===== src/rtl/tmr_pkg.sv =====
package tmr_pkg;

   // word indices of the register map
   localparam logic [3:0] IDX_CTRL = 4'd0;
   localparam logic [3:0] IDX_PRE  = 4'd1;
   localparam logic [3:0] IDX_STAT = 4'd2;
   localparam logic [3:0] IDX_IEN  = 4'd3;
   localparam logic [3:0] IDX_CMP1 = 4'd4;
   localparam logic [3:0] IDX_CMP2 = 4'd5;
   localparam logic [3:0] IDX_CMP3 = 4'd6;
   localparam logic [3:0] IDX_CAP1 = 4'd7;
   localparam logic [3:0] IDX_CAP2 = 4'd8;
   localparam logic [3:0] IDX_CNT  = 4'd9;

   // control bit positions
   localparam int CB_EN     = 0;
   localparam int CB_ENMODE = 1;
   localparam int CB_SEL_LO = 6;
   localparam int CB_FREE   = 9;
   localparam int CB_SWR    = 15;

   // bits stored as zero on every control write
   localparam logic [31:0] CTRL_ZERO_MASK = 32'h0000_7C14;
   // bits cleared by a soft reset (low enables and the reset request itself)
   localparam logic [31:0] CTRL_SOFT_MASK = 32'h0000_803F;

   localparam int FLAG_W  = 6;
   localparam int FB_ROLL = 5;
   localparam int NCMP    = 3;

   typedef enum logic [2:0] {
      SRC_OFF0  = 3'd0,
      SRC_MAIN  = 3'd1,
      SRC_MAINH = 3'd2,
      SRC_SLOW  = 3'd4
   } src_sel_e;

endpackage


===== src/rtl/tmr_prescale.sv =====
module tmr_prescale #(
   parameter int PRE_W = 12
) (
   input  logic             clk,
   input  logic             rst_n,
   input  logic             en_i,
   input  logic             clr_i,
   input  logic             src_i,
   input  logic [PRE_W-1:0] div_i,
   output logic             tick_o
);

   logic [PRE_W-1:0] phase_q;
   logic             last_w;

   assign last_w = (phase_q == div_i);
   assign tick_o = en_i & src_i & last_w;

   always_ff @(posedge clk or negedge rst_n) begin
      if (!rst_n) begin
         phase_q <= '0;
      end else if (clr_i || !en_i) begin
         phase_q <= '0;
      end else if (src_i) begin
         phase_q <= last_w ? '0 : phase_q + 1'b1;
      end
   end

   // a divided tick always starts a fresh phase
   assert_phase_restart_R3: assert property (@(posedge clk) disable iff (!rst_n)
      tick_o |=> (phase_q == '0));

   // no phase advance while disabled
   assert_phase_idle_R9: assert property (@(posedge clk) disable iff (!rst_n)
      !en_i |=> (phase_q == '0));

endmodule


===== src/rtl/tmr_counter.sv =====
module tmr_counter #(
   parameter int CNT_W = 32
) (
   input  logic             clk,
   input  logic             rst_n,
   input  logic             tick_i,
   input  logic             free_i,
   input  logic             clr_i,
   input  logic [CNT_W-1:0] limit_i,
   output logic [CNT_W-1:0] cnt_o,
   output logic             wrap_o
);

   logic [CNT_W-1:0] cnt_q;
   logic             hit_w;

   assign hit_w  = !free_i && (cnt_q == limit_i);
   assign wrap_o = tick_i && (cnt_q == '1);
   assign cnt_o  = cnt_q;

   always_ff @(posedge clk or negedge rst_n) begin
      if (!rst_n) begin
         cnt_q <= '0;
      end else if (clr_i) begin
         cnt_q <= '0;
      end else if (tick_i) begin
         cnt_q <= hit_w ? '0 : cnt_q + 1'b1;
      end
   end

   assert_hold_R9: assert property (@(posedge clk) disable iff (!rst_n)
      (!tick_i && !clr_i) |=> $stable(cnt_q));

   assert_restart_R5: assert property (@(posedge clk) disable iff (!rst_n)
      (tick_i && !free_i && (cnt_q == limit_i)) |=> (cnt_q == '0));

   assert_free_step_R4: assert property (@(posedge clk) disable iff (!rst_n)
      (tick_i && free_i && !clr_i) |=> (cnt_q == CNT_W'($past(cnt_q) + 1'b1)));

endmodule


===== src/rtl/tmr_status.sv =====
module tmr_status #(
   parameter int FW = 6
) (
   input  logic          clk,
   input  logic          rst_n,
   input  logic [FW-1:0] set_i,
   input  logic [FW-1:0] w1c_i,
   input  logic          clr_all_i,
   output logic [FW-1:0] flags_o
);

   logic [FW-1:0] flags_q;

   assign flags_o = flags_q;

   always_ff @(posedge clk or negedge rst_n) begin
      if (!rst_n) begin
         flags_q <= '0;
      end else if (clr_all_i) begin
         flags_q <= '0;
      end else begin
         flags_q <= (flags_q & ~w1c_i) | set_i;
      end
   end

   // flags are sticky unless software writes ones
   assert_sticky_R7: assert property (@(posedge clk) disable iff (!rst_n)
      (!clr_all_i && (w1c_i == '0)) |=> ((flags_q & $past(flags_q)) == $past(flags_q)));

   // a set event is visible next cycle
   assert_set_seen_R6: assert property (@(posedge clk) disable iff (!rst_n)
      (!clr_all_i && (set_i != '0)) |=> ((flags_q & $past(set_i)) == $past(set_i)));

endmodule


===== src/rtl/cmp_timer.sv =====
module cmp_timer
   import tmr_pkg::*;
#(
   parameter int CNT_W   = 32,
   parameter int PRE_W   = 12,
   parameter int BADDR_W = 6
) (
   input  logic               clk,
   input  logic               rst_n,
   input  logic               tick_main,
   input  logic               tick_slow,
   input  logic [BADDR_W-1:0] reg_addr,
   input  logic               reg_wr,
   input  logic [31:0]        reg_wdata,
   output logic [31:0]        reg_rdata,
   output logic               irq
);

   localparam int WORD_W = BADDR_W - 2;

   // elaboration-time parameter checks
   if (CNT_W < 2 || CNT_W > 32) begin : g_bad_cnt_w
      $error("cmp_timer: CNT_W must lie in 2..32");
   end
   if (PRE_W < 1 || PRE_W > 16) begin : g_bad_pre_w
      $error("cmp_timer: PRE_W must lie in 1..16");
   end
   if (BADDR_W < 6) begin : g_bad_addr_w
      $error("cmp_timer: BADDR_W must be at least 6");
   end

   logic [WORD_W-1:0] word;
   logic              in_map;
   logic [15:0]       wsel;

   assign word   = reg_addr[BADDR_W-1:2];
   assign in_map = ((word >> 4) == '0);

   always_comb begin
      wsel = '0;
      if (reg_wr && in_map) wsel[word[3:0]] = 1'b1;
   end

   // ---------------- control, prescaler, enable registers
   logic [31:0]       ctrl_q;
   logic [PRE_W-1:0]  pre_q;
   logic [FLAG_W-1:0] ien_q;
   logic              soft_rst;
   logic [31:0]       ctrl_wval;

   assign soft_rst  = wsel[IDX_CTRL] && reg_wdata[CB_SWR];
   assign ctrl_wval = reg_wdata & ~CTRL_ZERO_MASK;

   always_ff @(posedge clk or negedge rst_n) begin
      if (!rst_n) begin
         ctrl_q <= '0;
      end else if (wsel[IDX_CTRL]) begin
         ctrl_q <= soft_rst ? (ctrl_wval & ~CTRL_SOFT_MASK) : ctrl_wval;
      end
   end

   always_ff @(posedge clk or negedge rst_n) begin
      if (!rst_n) begin
         pre_q <= '0;
         ien_q <= '0;
      end else if (soft_rst) begin
         pre_q <= '0;
         ien_q <= '0;
      end else begin
         if (wsel[IDX_PRE]) pre_q <= reg_wdata[PRE_W-1:0];
         if (wsel[IDX_IEN]) ien_q <= reg_wdata[FLAG_W-1:0];
      end
   end

   logic en, free_run;
   assign en       = ctrl_q[CB_EN];
   assign free_run = ctrl_q[CB_FREE];

   // ---------------- count source selection
   logic src_tick;
   always_comb begin
      unique case (src_sel_e'(ctrl_q[CB_SEL_LO +: 3]))
         SRC_MAIN, SRC_MAINH: src_tick = tick_main;
         SRC_SLOW:            src_tick = tick_slow;
         default:             src_tick = 1'b0;
      endcase
   end

   logic cnt_tick;
   tmr_prescale #(.PRE_W(PRE_W)) u_pre (
      .clk    (clk),
      .rst_n  (rst_n),
      .en_i   (en),
      .clr_i  (soft_rst | wsel[IDX_PRE]),
      .src_i  (src_tick),
      .div_i  (pre_q),
      .tick_o (cnt_tick)
   );

   // ---------------- compare channels
   logic [CNT_W-1:0] cmp_q [NCMP];
   logic [NCMP-1:0]  match;
   logic [CNT_W-1:0] cnt;

   for (genvar k = 0; k < NCMP; k++) begin : g_cmp
      always_ff @(posedge clk or negedge rst_n) begin
         if (!rst_n) begin
            cmp_q[k] <= '1;
         end else if (soft_rst) begin
            cmp_q[k] <= '1;
         end else if (wsel[int'(IDX_CMP1) + k]) begin
            cmp_q[k] <= reg_wdata[CNT_W-1:0];
         end
      end
      assign match[k] = cnt_tick && (cnt == cmp_q[k]);
   end

   // ---------------- counter
   logic cnt_clr, en_rise_clr, wrap;
   assign en_rise_clr = wsel[IDX_CTRL] && !reg_wdata[CB_SWR] && !en &&
                        reg_wdata[CB_EN] && reg_wdata[CB_ENMODE];
   assign cnt_clr = soft_rst || en_rise_clr || (wsel[IDX_CMP1] && !free_run);

   tmr_counter #(.CNT_W(CNT_W)) u_cnt (
      .clk     (clk),
      .rst_n   (rst_n),
      .tick_i  (cnt_tick),
      .free_i  (free_run),
      .clr_i   (cnt_clr),
      .limit_i (cmp_q[0]),
      .cnt_o   (cnt),
      .wrap_o  (wrap)
   );

   // ---------------- status flags
   logic [FLAG_W-1:0] stat, stat_set, stat_w1c;
   assign stat_set = {wrap, 2'b00, match};
   assign stat_w1c = wsel[IDX_STAT] ? reg_wdata[FLAG_W-1:0] : '0;

   tmr_status #(.FW(FLAG_W)) u_stat (
      .clk       (clk),
      .rst_n     (rst_n),
      .set_i     (stat_set),
      .w1c_i     (stat_w1c),
      .clr_all_i (soft_rst),
      .flags_o   (stat)
   );

   assign irq = en && ((stat & ien_q) != '0);

   // ---------------- read port
   always_comb begin
      reg_rdata = '0;
      if (in_map) begin
         case (word[3:0])
            IDX_CTRL: reg_rdata = ctrl_q;
            IDX_PRE:  reg_rdata = 32'(pre_q);
            IDX_STAT: reg_rdata = 32'(stat);
            IDX_IEN:  reg_rdata = 32'(ien_q);
            IDX_CMP1: reg_rdata = 32'(cmp_q[0]);
            IDX_CMP2: reg_rdata = 32'(cmp_q[1]);
            IDX_CMP3: reg_rdata = 32'(cmp_q[2]);
            IDX_CNT:  reg_rdata = 32'(cnt);
            default:  reg_rdata = '0;
         endcase
      end
   end

   // ---------------- assertions
   assert_irq_gate_R8: assert property (@(posedge clk) disable iff (!rst_n)
      !ctrl_q[CB_EN] |-> !irq);

   assert_rsvd_flags_R7: assert property (@(posedge clk) disable iff (!rst_n)
      stat[4:3] == 2'b00);

   assert_soft_reset_R11: assert property (@(posedge clk) disable iff (!rst_n)
      soft_rst |=> (!ctrl_q[CB_SWR] && !ctrl_q[CB_EN] && (pre_q == '0) &&
                    (cnt == '0) && (cmp_q[0] == '1)));

   assert_ctrl_zero_R1: assert property (@(posedge clk) disable iff (!rst_n)
      (ctrl_q & CTRL_ZERO_MASK) == '0);

   assert_no_move_off_R2: assert property (@(posedge clk) disable iff (!rst_n)
      (!src_tick && !cnt_clr) |=> $stable(cnt));

endmodule


===== config.mk =====
export PLATFORM = sky130hd
export DESIGN_NAME = cmp_timer
export DESIGN_NICKNAME = d
export VERILOG_FILES = /design/src/rtl/tmr_pkg.sv /design/src/rtl/tmr_prescale.sv /design/src/rtl/tmr_counter.sv /design/src/rtl/tmr_status.sv /design/src/rtl/cmp_timer.sv
export SDC_FILE = /design/constraint.sdc
export NUM_CORES = 1
export LEC_CHECK = 0
export BUFFER_PORTS_ARGS = -buffer_cell sky130_fd_sc_hd__buf_2
export CAP_MARGIN = 30
export CORE_AREA = 2 2 169 171
export DETAILED_ROUTE_END_ITERATION = 10
export DIE_AREA = 0 0 171 173
export GPL_ROUTABILITY_DRIVEN = 1
export PLACE_DENSITY_LB_ADDON = 0.05
export SYNTH_ARGS = -nofsm -noshare
export SYNTH_HDL_FRONTEND = slang
export SYNTH_SLANG_ARGS = --single-unit

===== constraint.sdc =====
create_clock -name clk -period 3.25 [get_ports clk]
set_input_delay 0.65 -clock clk [delete_from_list [all_inputs] [get_ports clk]]
set_output_delay 0.65 -clock clk [all_outputs]
set_load 0.03 [all_outputs]

Yosys cells after proc, flatten, opt, wreduce, memory -nomap -nowiden. Cells that the tools add are included.

Input port bits: 43. ROM bits: 0. Memories: 0. RAM bits: 0. Latch bits: 0. Bits in registers: 196.

Bitwise gates (word level): 7. Equal/unequal tests: 15. $add $sub $neg: 2. Order comparisons: 2. Shift-type cells: 0. Divide/modulo/power cells: 0. Multiply operators: 0. Muxes and demuxes: 24. Reductions and logical operators: 29.

Operator list (number): 32-bit two-way mux (9); 32-bit one-hot mux with 8 select lines (1); 32-bit == test (3); 12-bit two-way mux (5); 32-bit by 1-bit adder with 32-bit output (second input constant) (1); 32-bit == test (second input constant) (1); 6-bit two-way mux (4); 16-bit two-way mux (1); 2-bit nonzero test (7); 1-bit logical AND (13); 12-bit by 1-bit adder with 12-bit output (second input constant) (1); 6-bit AND (2); 12-bit == test (1); 4-bit by 3-bit == test with 1-bit output (second input constant) (3); 4-bit by 2-bit == test with 1-bit output (second input constant) (2); 7-bit two-way mux (1); 6-bit NOT (1); 6-bit bitwise OR (1); 6-bit nonzero test (1); 4-bit by 5-bit less-than comparator with 1-bit output (second input constant) (1); 1-bit demux with 4-bit select (1); 4-bit by 1-bit == test with 1-bit output (second input constant) (1); 4-bit == test (second input constant) (1); 4-bit by 1-bit >= comparator with 1-bit output (second input constant) (1); 11 further kinds (16).

Longest topological paths before layout. Gate-level depths: netlist (run 1).

Depth in word-level cells: 12. Depth in mapped cells: 10. Mapped depth without buffers: 7.

Cells and area by module. A second synthesis (run 1) with hierarchy kept.

Cell total of the unflattened synthesis: 1246. Area total of the unflattened synthesis: 11360.9 sq um.

Modules (own cells, without submodules): cmp_timer (cells each 861, area each 7863.8 sq um, times used 1, seq. area each 3598.5 sq um); tmr_counter (cells each 258, area each 2218.4 sq um, times used 1, seq. area each 800.8 sq um); tmr_prescale (cells each 103, area each 993.5 sq um, times used 1, seq. area each 300.3 sq um); tmr_status (cells each 24, area each 285.3 sq um, times used 1, seq. area each 150.1 sq um).

Worst setup path after synthesis (run 1). No wires, ideal clock.

Path type: input-to-output. Start point: input port reg_addr[5]. End point: output port reg_rdata[5]. Buffers on the path: 2. Cell stages on the path: 6. Slack: 0.438 ns. Data required time: 2.600 ns. Data arrival time: 2.162 ns. Cells stage by stage: buf_4 -> nand2b_1 -> nor3b_1 -> clkbuf_1 -> a22oi_1 -> nand4_1.

Longest elaborated chain between the ends: 2.

Ends and longest elaborated chain: from (decl) (line cmp_timer.sv:12) `input logic [BADDR_W-1:0] reg_addr,`; 4-bit == test, or another cell as far along (line cmp_timer.sv:155) `case (word[3:0])`; 32-bit one-hot mux with 8 select lines (*) (line cmp_timer.sv:155); to (decl) (line cmp_timer.sv:15) `output logic [31:0] reg_rdata,`.

Every way passes the cells marked *; elsewhere a longest branch is shown, timed or not.

Final worst setup path (run 1).
Start point: input port reg_addr[5]. End point: output port reg_rdata[2].

The elaborated chain is that of the path after synthesis.

==> flow_results.org, run 1 <==
** Run status
- The flow ran to the end, and the final reports show no timing, DRC or antenna violations.

** Placement
- During placement, the flow inserted port buffers numbering 73.
- Detailed placement HPWL :: 25.4 mm
- The congestion estimate from routability-driven global placement came to 0.852.
- Placed instance area :: 11700 um^2

** Yosys
- Primary FF master, synth :: sky130_fd_sc_hd__dfstp_2
- Dividing the synthesized area by the synthesized cell count gives 9.04 um^2.
- Number of distinct library cells after synthesis :: 65
- Of all flip-flops after synthesis, the portion carrying an async set or reset was 100%.
- Sequential share of the synthesized area :: 44.5%
- Number of enable flip-flop cells after synthesis :: 0
- Synthesis produced a netlist with a net count of 1250.
- Largest area contributor in the netlist :: sky130_fd_sc_hd__dfstp_2
- Yosys attributes the largest share of cell area to sky130_fd_sc_hd__dfstp_2 23%, sky130_fd_sc_hd__dfrtp_1 21%, sky130_fd_sc_hd__nand2_1 10%.
- The synthesized netlist occupies a cell area of 10900 um^2.
- During synthesis, Yosys emitted a total of 0 warnings.
- In this run, synthesis produced a sequential element count of 189.
- Number of instances in the synthesized netlist :: 1205
- Top-area cell type share of the netlist area :: 23.1%

** Die
- Core area :: 27600 um^2
- Pin placement for this block handled 76 I/O pins.
- Die H :: 173 um
- The floorplan step defined a die boundary enclosing 29600 um^2.
- Floorplan die width :: 171 um
- Once the floorplan was initialized, standard cells occupied 39.4% of the core.
- Cell Rows :: 61

** GRT
- Maximum number of pins on one net before global-route repair :: 78
- The first global-routing pass estimated 58.5 mm of wire.
- After global routing the overflow that remains totals 0.
- Global routing used 26.0% of the available tracks across all layers.
- Antenna violations before repair :: 0
- Vias in the first global route :: 9154

** Clock network
- Clock tree synthesis inserted a total of 17 buffers.
- TritonCTS built the clock tree.
- Count of clock tree sinks :: 189
- After clock tree synthesis, the clock-pin slew on the worst setup and hold paths is 80 ps.
- The H-tree was split into 4 levels.
- Library cell used as clock root buffer :: sky130_fd_sc_hd__clkbuf_16
- Post-CTS timing repair inserted 0 buffers for setup.
- Count of instances resized after the clock tree is built :: 0
- The longest clock path from root to sink contains 2 buffers.
- Buffers inserted to repair hold after CTS numbered 0.
- At the later pin of the worst-skew pair, clock insertion delay measures 440 ps.

** Detailed routing
- Average detailed-routed wire length per instance :: 23.0 um
- The final route contains 9302 vias.
- Violation count after the first detailed-route iteration :: 866
- The first detailed-routing pass ran for 5 iterations.
- In the routed design, unresolved DRC markers number 0.
- Using the TritonRoute via totals, the vias-per-cell ratio works out to 5.72.
- Antenna viol nets, final :: 0
- Wire length reported by the detailed router :: 37.4 mm

** Pwr
- Post-route total power :: 0.00697 W
- Power density over the cells :: 567 nW/um^2
- Static power due to leakage :: 5.19 nW
- Largest voltage drop on the vdd net :: 0.000290 V

** STA
- The smallest clock period supported by the final layout is computed as 2830 ps.
- Slew Viols, Final :: 0
- Final hold analysis gives a worst-case slack of 251 ps.
- Fin Setup TNS :: 0 ps
- FMAX :: 0.353 GHz
- Number of setup violations in the final report :: 0
- Number of hold violations in the final report :: 0
- The worst pin sits at a relative slew slack of 53.8%.
- Pin slew with the least headroom to its limit :: 694 ps
- Across the routed clock network, the largest skew measured is 15.9 ps.
- After layout, the worst path uses 87.1% of the clock period.
- Setup repair after global routing left no endpoint under its margin.

** Hold path
- Tightest Hold Check Type :: in -> async

** Final layout
- The repair_antennas step left the layout with diodes totalling 0.
- Final nets :: 1280
- Compared with the post-synthesis result, the final layout area differs by 12.9%.
- In the final layout, the share of cells above drive strength 1 is 24.4%.
- Once layout is done, the placed cells without fillers occupy 12300 um^2.

** Setup path
- In this run the worst path has a maximum fanout of 19.
- Launching point of the worst reg2reg path :: u_cnt.cnt_o[22]
- Type of element capturing the critical path :: output port
- End of the worst register-to-register path :: u_cnt.cnt_o[7]
- The number of cells on the worst reg-to-reg path is 7.
- STA puts the critical path data arrival time at 2180 ps.
- Data on the critical path is required at its endpoint by 2600 ps.
- Crit Path Category :: in -> out
- Setup slack of the most critical reg-to-reg path :: 600 ps
- Startpoint types :: primary input

** Flow run
- Max-cap violations in this run came to 0.
[per-layer routing]
metal / global-route usage [%] / share of wire, %
met5: 0 / 0
met4: 5.51 / 1.4
met3: 3.09 / 5.1
met2: 39.1 / 46
met1: 39.9 / 48
[cells in the final DEF, fill, tap and decap left out, types with 5 or more instances in the layout]
master / count
sky130_fd_sc_hd__inv_1: 5
sky130_fd_sc_hd__nor3_1: 7
sky130_fd_sc_hd__o31ai_1: 6
sky130_fd_sc_hd__o31ai_2: 10
sky130_fd_sc_hd__dfrtp_1: 93
sky130_fd_sc_hd__a22oi_1: 65
sky130_fd_sc_hd__buf_2: 72
sky130_fd_sc_hd__nor4_1: 13
sky130_fd_sc_hd__buf_4: 41
sky130_fd_sc_hd__xnor2_1: 76
sky130_fd_sc_hd__o2bb2a_1: 20
sky130_fd_sc_hd__clkbuf_16: 17
sky130_fd_sc_hd__nor2_1: 21
sky130_fd_sc_hd__o21ai_0: 17
sky130_fd_sc_hd__xor2_1: 37
sky130_fd_sc_hd__nand4_1: 40
sky130_fd_sc_hd__buf_12: 6
sky130_fd_sc_hd__dfstp_2: 96
sky130_fd_sc_hd__a22o_1: 7
sky130_fd_sc_hd__mux2_2: 20
sky130_fd_sc_hd__a21oi_1: 23
sky130_fd_sc_hd__nand2b_1: 11
sky130_fd_sc_hd__nand2_1: 300
sky130_fd_sc_hd__inv_6: 7
sky130_fd_sc_hd__nand3_1: 129
sky130_fd_sc_hd__and3_1: 10
sky130_fd_sc_hd__or3_1: 5
sky130_fd_sc_hd__o22ai_1: 5
sky130_fd_sc_hd__a222oi_1: 17
[cell type report]
class	count	area, um^2
flip-flops and latches	189	4850
clock buffers	18	429
fillers	2803	15300
inverters	5	18.8
multi-input cells	902	5560
repair buffers	120	802
well taps	378	473
clock inverters	14	176
[critical path, stage by stage]
cell,delay (ps)
sky130_fd_sc_hd__buf_2,150
sky130_fd_sc_hd__nand2b_1,260
sky130_fd_sc_hd__nor3b_2,230
sky130_fd_sc_hd__buf_4,320
sky130_fd_sc_hd__a22oi_1,190
sky130_fd_sc_hd__nand3_1,160
sky130_fd_sc_hd__buf_2,210
[flip-flops by register name, summed over array words and instances, names as in the netlist]
| signal | count |
|---|---|
| u_pre.phase_q | 12 |
| ctrl_q | 25 |
| pre_q | 12 |
| u_stat.flags_o | 6 |
| u_cnt.cnt_o | 32 |
| ien_q | 6 |
| cmp_q | 96 |
[how the worst max path moves through the flow]
stage	startpoint	to	slack (ps)	depth (start not counted)
2_1_floorplan	reg_addr[5]	reg_rdata[5]	440	6
3_3_place_gp	reg_addr[5]	reg_rdata[2]	450	7
3_5_place_dp	reg_addr[5]	reg_rdata[2]	460	7
4_1_cts	reg_addr[5]	reg_rdata[2]	450	7
5_1_grt	reg_addr[5]	reg_rdata[2]	350	7
6_report	reg_addr[5]	reg_rdata[2]	420	7
[power breakdown]
group | internal, W | switching (W) | leakage (nW)
combinational | 0.000557 | 0.000773 | 2.65
sequential | 0.00299 | 0.000453 | 2.25
clock | 0.00111 | 0.00109 | 0.294
[through the flow]
step	utilization [%]	cells	worst slack, ps
final	44.5	1626	418
after global routing	44.5	1626	347
after CTS	44.5	1626	451
after detailed placement	42.4	1594	457
after global placement	42.4	1594	449
after floorplan	-	1205	438
[cell usage after synthesis (3+ instances only)]
| master | count |
|---|---|
| sky130_fd_sc_hd__or3_1 | 5 |
| sky130_fd_sc_hd__a222oi_1 | 17 |
| sky130_fd_sc_hd__o22ai_1 | 5 |
| sky130_fd_sc_hd__nand2_1 | 300 |
| sky130_fd_sc_hd__o21ai_0 | 17 |
| sky130_fd_sc_hd__and2_1 | 4 |
| sky130_fd_sc_hd__buf_2 | 30 |
| sky130_fd_sc_hd__dfrtp_1 | 93 |
| sky130_fd_sc_hd__nand3_1 | 130 |
| sky130_fd_sc_hd__o2bb2a_1 | 20 |
| sky130_fd_sc_hd__clkbuf_1 | 55 |
| sky130_fd_sc_hd__nand2b_1 | 11 |
| sky130_fd_sc_hd__nor4_4 | 3 |
| sky130_fd_sc_hd__xnor2_1 | 76 |
| sky130_fd_sc_hd__a22o_1 | 7 |
| sky130_fd_sc_hd__o21ai_1 | 4 |
| sky130_fd_sc_hd__nor2_1 | 23 |
| sky130_fd_sc_hd__xor2_1 | 37 |
| sky130_fd_sc_hd__a21o_1 | 3 |
| sky130_fd_sc_hd__a21oi_1 | 23 |
| sky130_fd_sc_hd__o2bb2ai_1 | 4 |
| sky130_fd_sc_hd__buf_6 | 3 |
| sky130_fd_sc_hd__o31ai_2 | 11 |
| sky130_fd_sc_hd__buf_4 | 10 |
| sky130_fd_sc_hd__dfstp_2 | 96 |
| sky130_fd_sc_hd__a31oi_1 | 4 |
| sky130_fd_sc_hd__inv_1 | 5 |
| sky130_fd_sc_hd__nor4_1 | 13 |
| sky130_fd_sc_hd__a22oi_1 | 65 |
| sky130_fd_sc_hd__buf_1 | 8 |
| sky130_fd_sc_hd__nor3_1 | 8 |
| sky130_fd_sc_hd__o211ai_1 | 3 |
| sky130_fd_sc_hd__o31ai_1 | 6 |
| sky130_fd_sc_hd__mux2_2 | 20 |
| sky130_fd_sc_hd__nand4_1 | 40 |
| sky130_fd_sc_hd__and3_1 | 10 |
[cell families after synthesis]
kind of cell,Yosys count,synth area share (%)
AND/OR/NAND/NOR,571,25.0
AO/OA/AOI/OAI,196,14.1
flip-flops,189,44.5
buffers and inverters,114,4.97
XOR/XNOR,113,9.08
multiplexers,20,2.07
adder cells (fa/ha/maj),2,0.230
No activity file was read; power rests on OpenSTA's default activity.
==> run 2: changes to the inputs <==
--- a/config.mk
+++ b/config.mk
@@ -11,7 +11,7 @@
 export DETAILED_ROUTE_END_ITERATION = 10
 export DIE_AREA = 0 0 171 173
 export GPL_ROUTABILITY_DRIVEN = 1
-export PLACE_DENSITY_LB_ADDON = 0.05
+export PLACE_DENSITY = 0.6
 export SYNTH_ARGS = -nofsm -noshare
 export SYNTH_HDL_FRONTEND = slang
 export SYNTH_SLANG_ARGS = --single-unit
==> flow_results.org, run 2 (synthesis gave the netlist of run 1 again) <==
** Run status
- The flow ran to the end, and the final reports show no timing, DRC or antenna violations.

** Pwr
- The register share of total power was 50.8% (+1.4 points).
- The maximum vdd drop came to 0.000377 V (+30%).
- Combinational group share of total power :: 19.5% (+0.4 points)
- Net switching fraction of the power :: 32.6% (-0.54 points)
- The clock share of power is 29.7% (-1.8 points).
- Switching power :: 0.00221 W (-4.3%)
- Power density over the cells :: 549 nW/um^2 (-3.2%)
- Static power due to leakage :: 5.25 nW (+0.98%)
- The overall power came to 0.00679 W (-2.7%).
- Cell-internal power :: 0.00457 W (-1.9%)

** Detailed routing
- Wire length reported by the detailed router :: 35.4 mm (-5.2%)
- Iteration count of the initial detailed-routing pass :: 5 (unchanged)
- Antenna viol nets, final :: 0 (unchanged)
- The number of violations reported at the end of detailed-routing iteration 0 is 953 (+10%).
- The mean number of vias per cell is 5.78 (+0.98%).
- Number of vias after detailed routing :: 9474 (+1.8%)
- Average detailed-routed wire length per instance :: 21.6 um (-6.0%)
- DR DRC count :: 0 (unchanged)

** Die
- The effective utilization at floorplan came to 39.4% (unchanged).
- The core footprint came to 27600 um^2 (unchanged).
- The placement row count is 61 (unchanged).
- The x dimension of the die came to 171 um (unchanged).
- Die outline area :: 29600 um^2 (unchanged)
- The vertical die dimension is 173 um (unchanged).
- The I/O pin count came to 76 (unchanged).

** STA
- Final clock period utilization by the worst path :: 85.2% (-1.9 points)
- The total count of hold-check failures in the final report came to 0 (unchanged).
- The worst-case clock skew came to 13.2 ps (-2.70 ps).
- The timing-limited maximum frequency came to 0.361 GHz (+2.3%).
- Setup repair after global routing missed its margin :: false
- The final count of pins violating max slew was 0 (unchanged).
- Final worst setup slack :: 481 ps (+63.0 ps)
- The transition time of the tightest slew-check pin came to 604 ps (-89.4 ps).
- The aggregate negative setup slack was 0 ps (unchanged).
- The final count of negative-setup-slack endpoints was 0 (unchanged).
- Minimum clock period :: 2770 ps (-63.0 ps)
- Headroom to the max-slew limit :: 59.7% (+6.0 points)
- The smallest hold slack is 204 ps (-46.9 ps).

** Final layout
- The count of filler cells inserted in the layout is 2769 (-1.2%).
- The final-stage net count is 1294 (+1.1%).
- The finished layout cell area is 12400 um^2 (+0.49%).
- The fraction of final layout cells with drive strength greater than 1 is 25.1% (+0.76 points).
- Most common library cell in the layout ignoring fill and taps :: sky130_fd_sc_hd__nand2_1
- The antenna diode count came to 0 (unchanged).
- Top register by number of flip-flops :: cmp_q
- Commonest non-fill, non-tap cells in the layout :: 300 x sky130_fd_sc_hd__nand2_1, 129 x sky130_fd_sc_hd__nand3_1, 96 x sky130_fd_sc_hd__dfstp_2
- The number of flip-flops under the largest register name was 96 (unchanged).
- Area grow syn2layout :: 13.5%

** Setup path
- Type of element capturing the critical path :: output port
- Crit Path Category :: in -> out
- Cell with the largest stage delay on the worst path :: sky130_fd_sc_hd__a222oi_1
- The largest fanout on the critical path was 34 (+15).
- Among the stages of the critical path, the cell type that occurs most often is sky130_fd_sc_hd__buf_2.
- Slowest stage delay, CP :: 400 ps (+80 ps)
- Startpoint types :: primary input
- Buffers and inverters on the worst path :: 3 (unchanged)
- Largest delay contributor family on the critical path :: buffers and inverters
- Required arrival time at the worst endpoint :: 2600 ps (about the same)
- The data arrival time of the critical path is 2120 ps (-60 ps).
- Walking the worst path, the cells encountered are buf_2, nand2b_1, nor2_2, buf_12, a222oi_1, nand2_1, buf_2.

** Clock network
- Count of instances resized after the clock tree is built :: 0 (unchanged)
- TritonCTS built the clock tree.
- The post-CTS setup-driven buffer insertion count came to 0 (unchanged).
- The clock transition time at the flip-flop clock pins of the worst setup and hold paths came to 70 ps (about the same).
- Count of clock tree sinks :: 189 (unchanged)
- Library cell used as clock root buffer :: sky130_fd_sc_hd__clkbuf_16
- The H-tree depth was 4 (unchanged).
- Later-pin clock latency in the skew report :: 450 ps (about the same)
- The largest buffer count on any clock path was 2 (unchanged).
- Number of buffers inserted for hold repair after clock tree synthesis :: 0 (unchanged)
- The number of buffers created by CTS was 17 (unchanged).

** Placement
- The setup slack at placement is 292 ps (-164 ps).
- The number of port buffers was 73 (unchanged).
- The half-perimeter wire length after placement came to 24.2 mm (-4.6%).
- The routability congestion estimate was 0.907 (+6.5%).
- Placed instance area :: 11800 um^2 (+0.69%)

** GRT
- Remaining Overflow, GRT :: 0 (unchanged)
- The pin count of the biggest net entering global routing came to 96 (+23%).
- The all-layer global routing usage is 24.5% (-1.5 points).
- Vias in the first global route :: 9404 (+2.7%)
- The first-pass GRT wire length came to 55.6 mm (-5.1%).
- The initial antenna violation count was 0 (unchanged).

** Flow run
- The max-capacitance violation count came to 0 (unchanged).

** Hold path
- The worst hold path belongs to the class in -> async.
-- run 2: cell count changes in the layout (fill, tap and decap cells not counted), moves of 2 or more --
| cell | previous run | this run |
|---|---|---|
| sky130_fd_sc_hd__inv_6 | 7 | 4 |
| sky130_fd_sc_hd__clkinv_4 | 1 | 4 |
| sky130_fd_sc_hd__buf_4 | 41 | 54 |
| sky130_fd_sc_hd__clkinv_8 | 4 | 0 |
| sky130_fd_sc_hd__clkinvlp_4 | 0 | 2 |
-- run 2: power by group through the flow --
stage / combinational, W / sequential, W / clock (W)
floorplan: 0.000915 / 0.00331 / 0
global placement: 0.00130 / 0.00347 / 0
detailed placement: 0.00132 / 0.00348 / 0
CTS: 0.00133 / 0.00344 / 0.00205
global route: 0.00146 / 0.00350 / 0.00214
finish: 0.00132 / 0.00345 / 0.00202
-- run 2: path summary, 6_finish.rpt --
path	endpoint	startpoint	slack, ps	depth (start not counted)
min in group clk	cmp_q[45]	reg_wdata[13]	430	3
worst min-delay path	ctrl_q[31]	rst_n	200	1
worst max register to register	u_stat.flags_o[5]	u_cnt.cnt_o[0]	620	7
max in group asynchronous	cmp_q[71]	rst_n	2150	2
worst min register to register	ctrl_q[1]	ctrl_q[1]	480	2
worst max-delay path	reg_rdata[10]	reg_addr[5]	480	7
-- run 2: routing by layer --
layer	global-route usage [%]	vias to the layer above	share of wire [%]
met1	34.3	4698	43
met3	3.46	61	6.6
met2	38.7	376	48
met5	0	-	0
met4	8.30	0	2.6
li1	-	4339	-
-- run 2: through the flow --
stage                     instances  utilization [%]
after floorplan                1205                -
after global placement         1606             42.7
after detailed placement       1606             42.7
after CTS                      1638             44.6
after global routing           1640             44.8
final                          1640             44.8
-- run 2: area by class of cell --
type / instances / area (um^2) / share of cell area (%)
Timing Repair Buffer: 134 / 927 / 7.50
Clock buffer: 20 / 447 / 3.61
Inverter: 5 / 18.8 / 0.152
Sequential cell: 189 / 4850 / 39.2
Clock inverter: 12 / 103 / 0.830
Tap cell: 378 / 473 / 3.82
Multi-Input combinational cell: 902 / 5550 / 44.9
